==> src/rtl/cmd_parser_pkg.sv <==
package cmd_parser_pkg;
  localparam int WORD_W   = 32;
  localparam int REG_N    = 16;
  localparam int REG_IDX_W = $clog2(REG_N);
  localparam int CNT_W    = 16;
  localparam int TYPE_W   = 4;
  localparam int BIT_WRAP = WORD_W - 1;
  localparam int BIT_RSV1 = WORD_W - 2;
  localparam int BIT_RSV0 = WORD_W - 3;
  localparam int BIT_TRL  = WORD_W - 4;

  typedef enum logic [2:0] {
    ST_CTRL, ST_REG, ST_DESC, ST_PAY, ST_ERR
  } parseState_t;

  typedef struct packed {
    logic ldCtrl;
    logic regWr;
    logic ldDesc;
    logic payWr;
    logic done;
  } strobes_t;
endpackage

==> src/rtl/cmd_parser_ctrl.sv <==
module cmd_parser_ctrl
  import cmd_parser_pkg::*;
(
  input  logic              clk,
  input  logic              rstN,
  input  logic              inValid,
  input  logic [WORD_W-1:0] inData,
  input  logic              pendLast,
  output strobes_t          stb,
  output logic              errFlag
);
  parseState_t state, stateNext;
  logic [CNT_W-1:0] payCnt, payCntNext;
  logic trlLat, trlLatNext;

  logic ctrlBad;
  logic ctrlMaskZero;
  logic [CNT_W-1:0] descCnt;

  assign ctrlBad      = inData[BIT_RSV1] | inData[BIT_RSV0];
  assign ctrlMaskZero = (inData[REG_N-1:0] == '0);
  assign descCnt      = inData[CNT_W-1:0];

  always_comb begin
    stb        = '0;
    stateNext  = state;
    payCntNext = payCnt;
    trlLatNext = trlLat;
    unique case (state)
      ST_CTRL: if (inValid) begin
        if (ctrlBad) begin
          stateNext = ST_ERR;
        end else begin
          stb.ldCtrl = 1'b1;
          trlLatNext = inData[BIT_TRL];
          if (!ctrlMaskZero)        stateNext = ST_REG;
          else if (inData[BIT_TRL]) stateNext = ST_DESC;
          else                      stb.done  = 1'b1;
        end
      end
      ST_REG: if (inValid) begin
        stb.regWr = 1'b1;
        if (pendLast) begin
          if (trlLat) stateNext = ST_DESC;
          else begin
            stb.done  = 1'b1;
            stateNext = ST_CTRL;
          end
        end
      end
      ST_DESC: if (inValid) begin
        stb.ldDesc = 1'b1;
        if (descCnt == '0) begin
          stb.done  = 1'b1;
          stateNext = ST_CTRL;
        end else begin
          payCntNext = descCnt;
          stateNext  = ST_PAY;
        end
      end
      ST_PAY: if (inValid) begin
        stb.payWr  = 1'b1;
        payCntNext = payCnt - CNT_W'(1);
        if (payCnt == CNT_W'(1)) begin
          stb.done  = 1'b1;
          stateNext = ST_CTRL;
        end
      end
      default: stateNext = ST_ERR;
    endcase
  end

  always_ff @(posedge clk or negedge rstN) begin
    if (!rstN) begin
      state  <= ST_CTRL;
      payCnt <= '0;
      trlLat <= 1'b0;
    end else begin
      state  <= stateNext;
      payCnt <= payCntNext;
      trlLat <= trlLatNext;
    end
  end

  assign errFlag = (state == ST_ERR);

  p_err_sticky_r8: assert property (@(posedge clk) disable iff (!rstN)
    errFlag |=> errFlag);

  p_pay_owed_r5: assert property (@(posedge clk) disable iff (!rstN)
    (state == ST_PAY) |-> (payCnt != '0));
endmodule

==> src/rtl/cmd_parser_dp.sv <==
module cmd_parser_dp
  import cmd_parser_pkg::*;
(
  input  logic                 clk,
  input  logic                 rstN,
  input  logic [WORD_W-1:0]    inData,
  input  strobes_t             stb,
  output logic                 pendLast,
  output logic                 regWrEn,
  output logic [REG_IDX_W-1:0] regIdx,
  output logic [WORD_W-1:0]    regData,
  output logic                 payValid,
  output logic [WORD_W-1:0]    payData,
  output logic [TYPE_W-1:0]    payType,
  output logic                 cmdDone,
  output logic                 cmdWrap
);
  logic [REG_N-1:0]     pendMask;
  logic [REG_N-1:0]     lowBit;
  logic [REG_IDX_W-1:0] lowIdx;
  logic                 wrapLat;
  logic                 wrapSel;

  assign lowBit   = pendMask & (~pendMask + REG_N'(1));
  assign pendLast = ((pendMask & (pendMask - REG_N'(1))) == '0);
  assign wrapSel  = stb.ldCtrl ? inData[BIT_WRAP] : wrapLat;

  always_comb begin
    lowIdx = '0;
    for (int k = REG_N - 1; k >= 0; k--) begin
      if (pendMask[k]) lowIdx = REG_IDX_W'(k);
    end
  end

  always_ff @(posedge clk or negedge rstN) begin
    if (!rstN) begin
      pendMask <= '0;
      wrapLat  <= 1'b0;
      regWrEn  <= 1'b0;
      regIdx   <= '0;
      regData  <= '0;
      payValid <= 1'b0;
      payData  <= '0;
      payType  <= '0;
      cmdDone  <= 1'b0;
      cmdWrap  <= 1'b0;
    end else begin
      regWrEn  <= stb.regWr;
      payValid <= stb.payWr;
      cmdDone  <= stb.done;
      cmdWrap  <= stb.done & wrapSel;
      if (stb.ldCtrl) begin
        pendMask <= inData[REG_N-1:0];
        wrapLat  <= inData[BIT_WRAP];
      end
      if (stb.regWr) begin
        pendMask <= pendMask & ~lowBit;
        regIdx   <= lowIdx;
        regData  <= inData;
      end
      if (stb.ldDesc) payType <= inData[WORD_W-1 -: TYPE_W];
      if (stb.payWr)  payData <= inData;
    end
  end

  p_excl_out_r2: assert property (@(posedge clk) disable iff (!rstN)
    !(regWrEn && payValid));

  p_wrap_with_done_r7: assert property (@(posedge clk) disable iff (!rstN)
    cmdWrap |-> cmdDone);
endmodule

==> src/rtl/cmd_parser.sv <==
module cmd_parser
  import cmd_parser_pkg::*;
(
  input  logic        clk,
  input  logic        rstN,
  input  logic        inValid,
  input  logic [31:0] inData,
  output logic        regWrEn,
  output logic [3:0]  regIdx,
  output logic [31:0] regData,
  output logic        payValid,
  output logic [31:0] payData,
  output logic [3:0]  payType,
  output logic        cmdDone,
  output logic        cmdWrap,
  output logic        errFlag
);
  strobes_t stb;
  logic     pendLast;

  cmd_parser_ctrl u_ctrl (
    .clk(clk), .rstN(rstN), .inValid(inValid), .inData(inData),
    .pendLast(pendLast), .stb(stb), .errFlag(errFlag)
  );

  cmd_parser_dp u_dp (
    .clk(clk), .rstN(rstN), .inData(inData), .stb(stb),
    .pendLast(pendLast), .regWrEn(regWrEn), .regIdx(regIdx),
    .regData(regData), .payValid(payValid), .payData(payData),
    .payType(payType), .cmdDone(cmdDone), .cmdWrap(cmdWrap)
  );

  p_err_quiet_r8: assert property (@(posedge clk) disable iff (!rstN)
    errFlag |=> (!regWrEn && !payValid && !cmdDone));
endmodule

==> config.mk <==
export PLATFORM = sky130hd
export DESIGN_NAME = cmd_parser
export DESIGN_NICKNAME = d
export VERILOG_FILES = /design/src/rtl/cmd_parser_pkg.sv /design/src/rtl/cmd_parser_ctrl.sv /design/src/rtl/cmd_parser_dp.sv /design/src/rtl/cmd_parser.sv
export SDC_FILE = /design/constraint.sdc
export NUM_CORES = 1
export LEC_CHECK = 0
export ABC_CLOCK_PERIOD_IN_PS = 2600
export BUFFER_PORTS_ARGS = -buffer_cell sky130_fd_sc_hd__buf_2
export CAP_MARGIN = 5
export CORE_MARGIN = 2
export CORE_UTILIZATION = 52
export DETAILED_ROUTE_END_ITERATION = 10
export GPL_TIMING_DRIVEN = 0
export PLACE_DENSITY = 0.77
export SLEW_MARGIN = 20
export SYNTH_ARGS = -nofsm -noshare
export SYNTH_HDL_FRONTEND = slang
export SYNTH_SLANG_ARGS = --single-unit
==> constraint.sdc <==
create_clock -name clk -period 2.6 [get_ports clk]
set_input_delay 0.26 -clock clk [delete_from_list [all_inputs] [get_ports clk]]
set_output_delay 0.26 -clock clk [all_outputs]
set_load 0.05 [all_outputs]
======== After elaboration in Yosys (flattened, before gate mapping) ========
Index checks and enable logic that the tools add are counted.
cells by class
  add/sub/neg operators ................... 3
  eq/ne operators ......................... 13
  muxes and demuxes ....................... 54
  bitwise operators ....................... 8
  reduce and logical (&&, ||, !) cells .... 8
operators with widths
  kind                   number
  $mux 16                5
  $mux 4                 16
  $and 16x16->16         3
  $logic_not 16->1       2
  $not 16->16            2
  $pmux 16 s2            1
  $sub 16x1->16 const B  2
  $mux 3                 9
  $mux 1                 18
  $add 16x1->16 const B  1
  $eq 16x1->1 const B    1
  $ne 2x2->1 const B     6
  $pmux 3 s4             1
  $reduce_and 7->1       1
  $eq 3x2->1 const B     2
  $mux 2                 3
  $ne 4x3->1 const B     1
  $pmux 1 s4             1
  $reduce_and 4->1       1
  $reduce_bool 2->1      2
  $eq 3x1->1 const B     1
  $eq 3x3->1 const B     1
  $logic_not 3->1        1
  $reduce_and 3->1       1
  other kinds (4)        4
word-level totals
  register bits after elaboration ......... 113
  output and inout port bits .............. 77
  word-level logic and storage cells ...... 99

======== Logic depth before layout (Yosys ltp) ========
Gate-level depths: netlist of the first run.
  depth in word-level cells ............... 16
  depth in mapped cells ................... 9

======== Hierarchy ========
Synthesis of the first run repeated with hierarchy kept, for this count alone.
unflattened totals
  cell total of the unflattened synthesis .. 455
  area total of the unflattened synthesis .. 5275.1 µm²
modules (own cells, without submodules)
  module           instances  cells an instance  area an instance (µm²)  sequential area each (µm²)
  cmd_parser_dp    1          286                3844.9                  2327.2
  cmd_parser_ctrl  1          169                1430.1                  500.5

======== Worst setup path before layout of the first run ========
OpenSTA, ideal clock, no wires.
  path kind ............................... flip-flop to flip-flop
  start ................................... register u_dp.pendMask[3]
  end ..................................... register u_ctrl.state[0]
  library setup time ...................... 0.118 ns
  arrival time ............................ 2.273 ns
  required time ........................... 2.482 ns
  setup slack ............................. 0.209 ns
  stages on the path, launching flop included .. 9
  buffers on the path ..................... 2
  clock period less this slack ............ 2.391 ns
  cell sequence ........................... dfrtp_1 > buf_6 > or4_4 > buf_6 > or3_4 > o32a_1 > nor3_2 > nand3_1 > a21o_1
on the way
  word-level cells in the longest chain between the ends .. 5
ends and longest elaborated chain
  what                                   line                   source
  start: declaration                     cmd_parser_dp.sv:18    logic [REG_N-1:0] pendMask;
  start signal: assignment               cmd_parser_dp.sv:53    pendMask <= inData[REG_N-1:0];
  start signal: assignment               cmd_parser_dp.sv:57    pendMask <= pendMask & ~lowBit;
  $sub 16x1->16                          cmd_parser_dp.sv:25    assign pendLast = ((pendMask & (pendMask - REG_N'(1))) == '0);
  $and 16x16->16 (*)                     cmd_parser_dp.sv:25
  $logic_not 16->1 (*)                   cmd_parser_dp.sv:25
  $ne 2x2->1 (no source line) (*)        -
  $reduce_and 7->1 (no source line) (*)  -
  end signal: assignment                 cmd_parser_ctrl.sv:79  state <= stateNext;
  end: declaration                       cmd_parser_ctrl.sv:12  parseState_t state, stateNext;
Mark *: on every way between the ends. The rest lies on a longest branch, timed or not.
A chain may end at the register's enable or synchronous reset.

======== Worst setup path in the final report of the first run ========
Same ends and word-level chain as after synthesis.

==> reports/results.ini, run 1 <==
[outcome]
outcome = completed

[setup_path]
rr_startpoint = u_dp.pendMask[3]
r2r_slack_ns = 0.07
end_kind = flip-flop
startpoint = u_dp.pendMask[3]
crit_arrival_ns = 2.94
startpoint_type = flip-flop
crit_type = flip-flop to flip-flop
cp_max_fo = 9
r2r_end = u_ctrl.state[0]
cp.required_ns = 3.01
reg2reg_depth = 8

[sta]
worst_hold_slack_ns = 0.01838
period_needed_ns = 2.530
worst_slack_ns = 0.06956
drv_slew = 0
tns_ns = 0
rsz0062_at_grt = false
fmax_ghz = 0.3952
setup_viol_count_final = 0
final-hold-violation-count = 0
worst_pin_slew_ns = 0.7500
clock_skew_ns = 0.007235
fin_crit_sh = 0.9732
max_slew_margin = 0.4958

[routing]
drc = 0
vias = 4714
wl_per_cell_um = 17.30
drtIter0Drc = 323
drtAntennaViolNets = 0
drt_first_pass_iters = 5
via_per_inst = 5.673
wirelength_um = 14380

[placement]
hpwl_um = 9719
place_ws_ns = -0.1657
port_buffers = 111
dpl.cell_count = 789
placed_area_sq_um = 5984
place_congestion = 0.9568

[yosys]
yosys_most_used_dff = dfrtp_1
synthAdderAreaFrac = 0.008615
syn_area_per_cell_sq_um = 9.612
synth_enable_flop_cells = 0
synth_top_area_share = 0.5408
async_flop_share = 1.000
synth_cells = 544
synth_area_sq_um = 5229
synth_area_leaders = dfrtp_1, nand2_1, mux2_2, o21ai_0, a21oi_1
ys_warn_count = 0
ys_ff_latch = 113
synth_area_leader_cell = dfrtp_1
synth_top_family_by_area = simple AND/OR/NAND/NOR gates
synth-compound-area-share = 0.1350
synthMuxAreaShare = 0.08710
synthXorXnorAreaFrac = 0
synth_cell_types = 51
synthSimpleGateAreaFrac = 0.1955
syn_nets = 581
ys_seq_area_frac = 0.5408

[min_path]
hold_start = inData[31]
hold_depth = 3
min_path_type = input port to flip-flop
hold_end = u_dp.regData[31]

[job]
drv_cap = 0

[global_route]
antenna_found_initial = 0
grtUsageTotal = 0.2762
grt_pass1_wl_um = 23580
grt.overflow.total = 0
grt_max_degree = 76
grt_pass1_vias = 4641

[floorplanning]
die_area_sq_um = 10870
io_pins = 112
rows = 36
fp.dieW_um = 104.3
core_area_sq_um = 9774
die_y_um = 104.3
initial_core_util = 0.5349

[clock_network]
cts.sinks = 113
cts_htree_levels = 4
cts_setup_buffers = 0
cts_buffers = 17
clkLatencyLatePin_ns = 0.52
clockRootBuffer = clkbuf_8
clk_pin_slew_worst_paths_ns = 0.06
cts_buffer_depth = 2
cts_tree = done

[cells_and_area]
final_common_cell = nand2_1
antennaDiodeCount = 0
fin_cells = 831
fin_nets = 723
layout_common_cells = nand2_1, dfrtp_1, buf_2, o21ai_0, mux2_2
fin_area_sq_um = 6719
drive_gt1_frac = 0.2808
area_delta_synth_final_pct = 28.50

[power_and_ir_drop]
leakagePower_uw = 0.003494
p_per_area_nw_per_um2 = 716.3
irDropWorstVdd_mv = 0.6222

## Yosys cell counts (all sizes together) (2+ instances only)
cell type,n
a21oi,30
nor4,12
nand2,131
o41ai,2
nand4,4
o21ai,42
a2111oi,3
and3,3
dfrtp,113
maj3,2
buf,9
nand3,7
or3,5
a21bo,2
clkbuf,23
o32ai,2
nor2b,2
o31ai,3
nor3,18
mux2i,5
a21o,2
a22o,5
ha,2
a22oi,7
inv,10
o22ai,4
mux2,36
o32a,2
nor2,34
nand2b,3
or4,5
a31oi,3
## state kept, by name, indices dropped and copies added (netlist names)
name           flops
u_dp.payData      32
u_dp.wrapLat       1
u_ctrl.trlLat      1
u_dp.regData      32
u_dp.regWrEn       1
u_dp.pendMask     16
u_dp.regIdx        4
u_dp.cmdDone       1
u_ctrl.payCnt     16
u_dp.payType       4
u_ctrl.state       3
u_dp.payValid      1
u_dp.cmdWrap       1
## kinds of logic (layout without fill, tap and decap cells)
family          after synthesis  in the layout
compound gates              115            115
fa+ha+maj                     4              4
buf+inv                      42            196
flops                       113            113
mux                          41             41
simple gates                229            229
## per-layer routing
metal | up-vias | wire [um] | global-route usage
met5 | - | 0 | 0
met4 | 0 | 333 | 0.1004
met3 | 30 | 905 | 0.07080
met2 | 168 | 7193 | 0.4547
met1 | 2310 | 5947 | 0.3534
li1 | 2206 | - | -
## layout make-up
class                      count  area [sq um]
inverter                      10         37.54
multi-input combinational    389          2251
sequential                   113          2829
timing repair buffer         126         729.5
clock inverter                 4         45.04
clock buffer                  27         531.8
fill                         781          3055
buffer                        29         128.9
tap                          133         166.4
## per-stage QoR
stage | utilization | power, uW
6_report | 0.6874 | 4813
5_1_grt | 0.6874 | 4977
4_1_cts | 0.6861 | 4838
3_5_place_dp | 0.6123 | 2602
3_3_place_gp | 0.6088 | 2578
2_1_floorplan | - | 2374
## worst max-delay path, cell delays in order (launching register included)
cell and delay, ns:
dfrtp_1 0.37, buf_6 0.13, or4_4 0.50, buf_6 0.14
or3_4 0.41, o32a_1 0.32, nor3_2 0.21, nand3_1 0.14
a21o_1 0.20
## what timing repair did
action                                  CTS  global route
resized for setup                         1            11
endpoints found under the setup margin   29            45
hold buffers                             14             0
endpoints found under the hold margin    63             0
pin swaps                                 0             2
## worst max path at each step
stage | end | slack, ns | cells past startpoint
6_report | u_ctrl.state[0] | 0.07 | 8
4_1_cts | u_ctrl.state[0] | 0.02 | 7
3_5_place_dp | u_dp.regData[8] | -0.17 | 7
2_1_floorplan | u_ctrl.state[0] | 0.21 | 8
5_1_grt | u_dp.cmdWrap | 0.002 | 8
3_3_place_gp | u_dp.regData[8] | -0.14 | 7
## where the power goes
group          switching [uW]  internal (uW)
Sequential               82.6           1860
Clock                     759           1460
Combinational             472            179
Note: power is estimated with default switching activity, not from simulation.
==> run 2: changes to the inputs <==
--- a/config.mk
+++ b/config.mk
@@ -13,6 +13,7 @@
 export DETAILED_ROUTE_END_ITERATION = 10
 export GPL_TIMING_DRIVEN = 0
 export PLACE_DENSITY = 0.77
+export RECOVER_POWER = 100
 export SLEW_MARGIN = 20
 export SYNTH_ARGS = -nofsm -noshare
 export SYNTH_HDL_FRONTEND = slang
==> run 2 against run 1 <==
- register-to-register slack barely moved
- power fell by 0.52%
- first-iteration DRC count rose by 0.31%
- maximum frequency rose by 0.32%
- critical endpoint unchanged
- largest cell class unchanged
- the run now ends with max-capacitance violations, max-slew violations left
==> reports/results.ini, run 2 (synthesis gave the netlist of run 1 again) <==
[outcome]
outcome = finished, violations left
violations = max-capacitance violations, max-slew violations

[clock_network]
clockRootBuffer = clkbuf_8
cts_htree_levels = 4  ; unchanged
cts.sinks = 113  ; unchanged
clkLatencyLatePin_ns = 0.52  ; about the same
cts_buffers = 17  ; unchanged
clk_pin_slew_worst_paths_ns = 0.05  ; about the same
cts_tree = done
cts_buffer_depth = 2  ; unchanged
cts_setup_buffers = 0  ; unchanged

[setup_path]
rr_startpoint = u_dp.pendMask[3]
cp_max_fo = 9  ; unchanged
crit_type = flip-flop to flip-flop
crit_arrival_ns = 2.93  ; about the same
cp.required_ns = 3.01  ; about the same
startpoint_type = flip-flop
reg2reg_depth = 8  ; unchanged
r2r_slack_ns = 0.08  ; about the same
end_kind = flip-flop
r2r_end = u_ctrl.state[0]

[global_route]
grtUsageTotal = 0.2762  ; unchanged
grt_pass1_wl_um = 23580  ; unchanged
grt.overflow.total = 0  ; unchanged
antenna_found_initial = 0  ; unchanged
grt_max_degree = 76  ; unchanged
grt_pass1_vias = 4641  ; unchanged

[floorplanning]
core_area_sq_um = 9774  ; unchanged
rows = 36  ; unchanged
io_pins = 112  ; unchanged
initial_core_util = 0.5349  ; unchanged
die_area_sq_um = 10870  ; unchanged
fp.dieW_um = 104.3  ; unchanged
die_y_um = 104.3  ; unchanged

[routing]
vias = 4728  ; +0.30%
wl_per_cell_um = 17.28  ; -0.15%
drt_first_pass_iters = 5  ; unchanged
drtAntennaViolNets = 0  ; unchanged
wirelength_um = 14360  ; -0.15%
via_per_inst = 5.690  ; +0.30%
drc = 0  ; unchanged
drtIter0Drc = 324  ; +0.31%

[power_and_ir_drop]
swShare = 0.2737  ; +0.0007114
comb_power_share = 0.132  ; -0.003
p_total_uw = 4788  ; -0.52%
clockPowerShare = 0.462  ; about the same
p_int_uw = 3477  ; -0.62%
irDropWorstVdd_mv = 0.6102  ; -1.9%
p_per_area_nw_per_um2 = 723.2  ; +0.96%
leakagePower_uw = 0.003178  ; -9.0%
p_switching_uw = 1310  ; -0.26%
seq_power_share = 0.406  ; +0.002

[cells_and_area]
area_delta_synth_final_pct = 26.61
final_common_cell = nand2_1
fin_cells = 831  ; unchanged
seq_area_sq_um = 2829  ; unchanged
reg.largest.list = u_dp.payData (32), u_dp.regData (32)
fin_nets = 723  ; unchanged
drive_gt1_frac = 0.1676  ; -0.1132
fillers = 821  ; +5.1%
antennaDiodeCount = 0  ; unchanged
layout_common_cells = nand2_1, dfrtp_1, clkbuf_1, o21ai_0, mux2_2
multi_input_area_sq_um = 2251  ; unchanged

[sta]
setup_viol_count_final = 0  ; unchanged
fmax_ghz = 0.3965  ; +0.32%
final-hold-violation-count = 0  ; unchanged
worst_pin_slew_ns = 1.839  ; +1.089 ns
drv_slew = 39  ; +39
tns_ns = 0  ; unchanged
rsz0062_at_grt = false
period_needed_ns = 2.522  ; -0.008099 ns
clock_skew_ns = 0.007875  ; +0.0006391 ns
worst_hold_slack_ns = 0.02360  ; +0.005222 ns
max_slew_margin = -0.2259  ; -0.7218
fin_crit_sh = 0.9701  ; -0.003115

[min_path]
hold_end = u_dp.regData[31]
hold_start = inData[31]
hold_depth = 3  ; unchanged
min_path_type = input port to flip-flop

[placement]
port_buffers = 111  ; unchanged
hpwl_um = 9719  ; unchanged
place_congestion = 0.9568  ; unchanged
dpl.cell_count = 789  ; unchanged

[job]
drv_cap = 1  ; +1

[run 2: changes by cell type in the layout (fill, tap and decap cells not counted)]
cell           delta
mux2_1            +1
buf_2            -77
buf_6             -1
dlygate4sd2_1     +1
buf_1             -5
clkbuf_1         +82
mux2_2            -1
[run 2: per-layer routing]
metal / global-route usage / share of wire / routed length (um) / vias to the layer above
met5: 0 / 0 / 0 / -
met4: 0.1004 / 0.026 / 372 / 0
met3: 0.07080 / 0.065 / 927 / 34
met2: 0.4547 / 0.50 / 7135 / 200
met1: 0.3534 / 0.41 / 5923 / 2287
li1: - / - / - / 2207
[run 2: critical path, cell delays in order (launching register included)]
cell     delay [ns]
dfrtp_1        0.37
buf_6          0.13
or4_4          0.50
buf_6          0.14
or3_4          0.41
o32a_1         0.31
nor3_2         0.21
nand3_1        0.14
a21o_1         0.20
[run 2: power groups by stage]
stage	clock (uW)	combinational, uW	sequential [uW]
global placement	0	620	1960
detailed placement	0	639	1960
CTS	2240	657	1940
global route	2320	676	1960
finish	2210	630	1940
floorplan	0	167	2210
[run 2: worst max path at each step]
stage	start	end	slack [ns]	cells past startpoint
3_3_place_gp	u_ctrl.state[0]	u_dp.regData[8]	-0.14	7
3_5_place_dp	u_ctrl.state[0]	u_dp.regData[8]	-0.17	7
2_1_floorplan	u_dp.pendMask[3]	u_ctrl.state[0]	0.21	8
4_1_cts	u_dp.pendMask[7]	u_ctrl.state[0]	0.02	7
5_1_grt	u_dp.pendMask[3]	u_dp.cmdWrap	0.002	8
6_report	u_dp.pendMask[3]	u_ctrl.state[0]	0.08	8
[run 2: through the flow]
step | worst slack (ns) | instance area, sq um | util
2_1_floorplan | 0.2087 | 5229 | -
3_3_place_gp | -0.1387 | 5951 | 0.6088
3_5_place_dp | -0.1657 | 5984 | 0.6123
4_1_cts | 0.01886 | 6706 | 0.6861
5_1_grt | 0.002311 | 6620 | 0.6773
6_report | 0.07766 | 6620 | 0.6773
[run 2: area by class of cell]
class / instances / share of cell area
timing repair buffer: 126 / 0.09526
sequential: 113 / 0.4273
clock buffer: 27 / 0.08033
inverter: 10 / 0.005670
buffer: 29 / 0.01947
clock inverter: 4 / 0.006804
tap: 133 / 0.02514
multi-input combinational: 389 / 0.3400
[run 2: repair_timing]
action | 4_1_cts | 5_1_grt
gates cloned | 0 | 0
endpoints found under the setup margin | 29 | 45
endpoints found under the hold margin | 63 | 0
pin swaps | 0 | 2
hold buffers | 14 | 0
resized for setup | 1 | 11
==> run 3: changes to the inputs <==
--- a/config.mk
+++ b/config.mk
@@ -9,10 +9,10 @@
 export BUFFER_PORTS_ARGS = -buffer_cell sky130_fd_sc_hd__buf_2
 export CAP_MARGIN = 5
 export CORE_MARGIN = 2
-export CORE_UTILIZATION = 52
+export CORE_UTILIZATION = 43
 export DETAILED_ROUTE_END_ITERATION = 10
 export GPL_TIMING_DRIVEN = 0
-export PLACE_DENSITY = 0.77
+export PLACE_DENSITY = 0.65
 export RECOVER_POWER = 100
 export SLEW_MARGIN = 20
 export SYNTH_ARGS = -nofsm -noshare
==> run 3 against run 2 <==
- the run now ends clean
- routed wire length decreased by 3.0%
- clock skew fell by 0.0039 ns
- critical path depth did not move
- count of clock-buffer cells in the layout decreased by 2
- final area shrank 2.4%
- final cell count grew 0.24%
- clock power down 6%
- power shrank 3.2%
- via count shrank 2.4%
==> reports/results.ini, run 3 (synthesis gave the netlist of run 1 again) <==
[sta]
setup_viol_count_final = 0  ; unchanged
drv_slew = 0  ; -100%
fmax_ghz = 0.3981  ; +0.41%
tns_ns = 0  ; unchanged
max_slew_margin = 0.09107  ; +0.3170
clock_skew_ns = 0.003980  ; -0.003895 ns
period_needed_ns = 2.512  ; -0.01037 ns
final-hold-violation-count = 0  ; unchanged
worst_pin_slew_ns = 1.363  ; -0.4755 ns
fin_crit_sh = 0.9661  ; -0.003988

[clock_network]
clkLatencyLatePin_ns = 0.41  ; -0.11 ns
cts_buffers = 17  ; unchanged
cts.sinks = 113  ; unchanged
cts_tree = done
clockRootBuffer = clkbuf_16
cts_buffer_depth = 2  ; unchanged
clk_pin_slew_worst_paths_ns = 0.05  ; about the same
cts_htree_levels = 4  ; unchanged

[outcome]
outcome = completed

[cells_and_area]
antennaDiodeCount = 0  ; unchanged
final_common_cell = nand2_1
reg.largest.list = u_dp.payData (32), u_dp.regData (32)
drive_gt1_frac = 0.1706  ; +0.002932
fin_nets = 711  ; -1.7%
area_delta_synth_final_pct = 23.52
final_util = 0.5400  ; -0.1373
layout_common_cells = nand2_1, dfrtp_1, clkbuf_1, o21ai_0, mux2_2

[placement]
place_congestion = 0.8994  ; -6.0%
port_buffers = 111  ; unchanged
hpwl_um = 9698  ; -0.21%

[floorplanning]
initial_core_util = 0.4371  ; -0.09781
die_area_sq_um = 13060  ; +20%
fp.dieW_um = 114.3  ; +9.6%
rows = 40  ; +11%
io_pins = 112  ; unchanged
core_area_sq_um = 11960  ; +22%
die_y_um = 114.3  ; +9.6%

[min_path]
min_path_type = input port to flip-flop
hold_depth = 3  ; unchanged

[setup_path]
end_kind = flip-flop
cp_max_fo = 9  ; unchanged
crit_arrival_ns = 2.81  ; -0.12 ns
cp.required_ns = 2.90  ; -0.11 ns
startpoint_type = flip-flop
reg2reg_depth = 8  ; unchanged
crit_type = flip-flop to flip-flop

[routing]
drtAntennaViolNets = 0  ; unchanged
wl_per_cell_um = 16.72  ; -3.2%
via_per_inst = 5.541  ; -2.6%
drtIter0Drc = 262  ; -19%
drc = 0  ; unchanged
vias = 4616  ; -2.4%
wirelength_um = 13930  ; -3.0%
drt_first_pass_iters = 8  ; +3

[global_route]
grtUsageTotal = 0.2231  ; -0.05310
grt_max_degree = 62  ; -18%
grt_pass1_vias = 4404  ; -5.1%
grt.overflow.total = 0  ; unchanged
grt_pass1_wl_um = 22560  ; -4.3%
antenna_found_initial = 0  ; unchanged

[power_and_ir_drop]
swShare = 0.2816  ; +0.007873
seq_power_share = 0.419  ; +0.013
clockPowerShare = 0.449  ; -0.013
p_int_uw = 3329  ; -4.3%
p_per_area_nw_per_um2 = 717.5  ; -0.79%
comb_power_share = 0.132  ; about the same
irDropWorstVdd_mv = 0.4091  ; -33%
leakagePower_uw = 0.003107  ; -2.2%
p_switching_uw = 1305  ; -0.43%

[job]
drv_cap = 0  ; -1

## run 3: changes by cell type in the layout (fill, tap and decap cells not counted), sizes merged
cell	change
dlygate4sd3	-13
clkinv	+3
buf	+1
bufinv	-1
clkbuf	-1
dlygate4sd2	-1
## run 3: timing repair
| action | in CTS | in global routing |
|---|---|---|
| hold buffers | 1 | 0 |
| setup endpoints to repair | 30 | 40 |
| pin swaps | 0 | 5 |
| endpoints found under the hold margin | 52 | 0 |
| resized for setup | 1 | 6 |
| buffers inserted | 0 | 1 |
## run 3: cell type report
class	instances	area, sq um
Timing Repair Buffer	114	504.2
Fill cell	1129	5503
Tap cell	147	183.9
Buffer	29	127.6
Clock buffer	25	505.5
Clock inverter	6	30.03
Sequential cell	113	2829
Inverter	10	37.54
Multi-Input combinational cell	389	2241
## run 3: power groups by stage
| stage | sequential, uW | combinational (uW) | clock, uW |
|---|---|---|---|
| floorplan | 2210 | 167 | 0 |
| global placement | 1960 | 626 | 0 |
| detailed placement | 1960 | 639 | 0 |
| CTS | 1940 | 641 | 2120 |
| global route | 1960 | 659 | 2190 |
| finish | 1940 | 610 | 2080 |
## run 3: routing by layer
| layer | wire length [um] | vias up | share of wire | global-route usage |
|---|---|---|---|---|
| met3 | 1031 | 46 | 0.074 | 0.06353 |
| met2 | 6335 | 203 | 0.45 | 0.3369 |
| li1 | - | 2173 | - | - |
| met5 | 0 | - | 0 | 0 |
| met1 | 6038 | 2194 | 0.43 | 0.2914 |
| met4 | 522 | 0 | 0.037 | 0.1211 |
## run 3: metrics by stage
step                      hold WS [ns]  worst slack, ns  cells  instance area, sq um  power, uW
after CTS                      0.03693         0.005528    835                  6553       4696
after detailed placement        0.2437          -0.1723    803                  6002       2600
after global routing           0.05018        -0.002150    833                  6459       4805
final                          0.05115          0.08803    833                  6459       4634
after global placement          0.4549         -0.09874    802                  5968       2585
after floorplan               -0.03559           0.2087    544                  5229       2374
## run 3: path summary, 6_finish.rpt
| path | slack [ns] | to | start |
|---|---|---|---|
| setup / recovery | 0.09 | u_ctrl.state[0] | u_dp.pendMask[3] |
| hold / removal | 0.05 | u_dp.regData[19] | inData[19] |
| setup reg to reg | 0.09 | u_ctrl.state[0] | u_dp.pendMask[3] |
| hold reg to reg | 0.47 | u_dp.regData[30] | u_dp.regData[30] |
| max in group asynchronous | 1.00 | u_dp.regData[19] | rstN |
| min in group asynchronous | 0.69 | u_dp.regIdx[0] | rstN |
## run 3: worst max-delay path, cell delays in order, from the launching register on
cell     delay (ns)
dfrtp_1        0.37
buf_6          0.13
or4_4          0.50
buf_6          0.14
or3_4          0.37
o32a_1         0.35
nor3_2         0.22
nand3_1        0.14
a21o_1         0.18
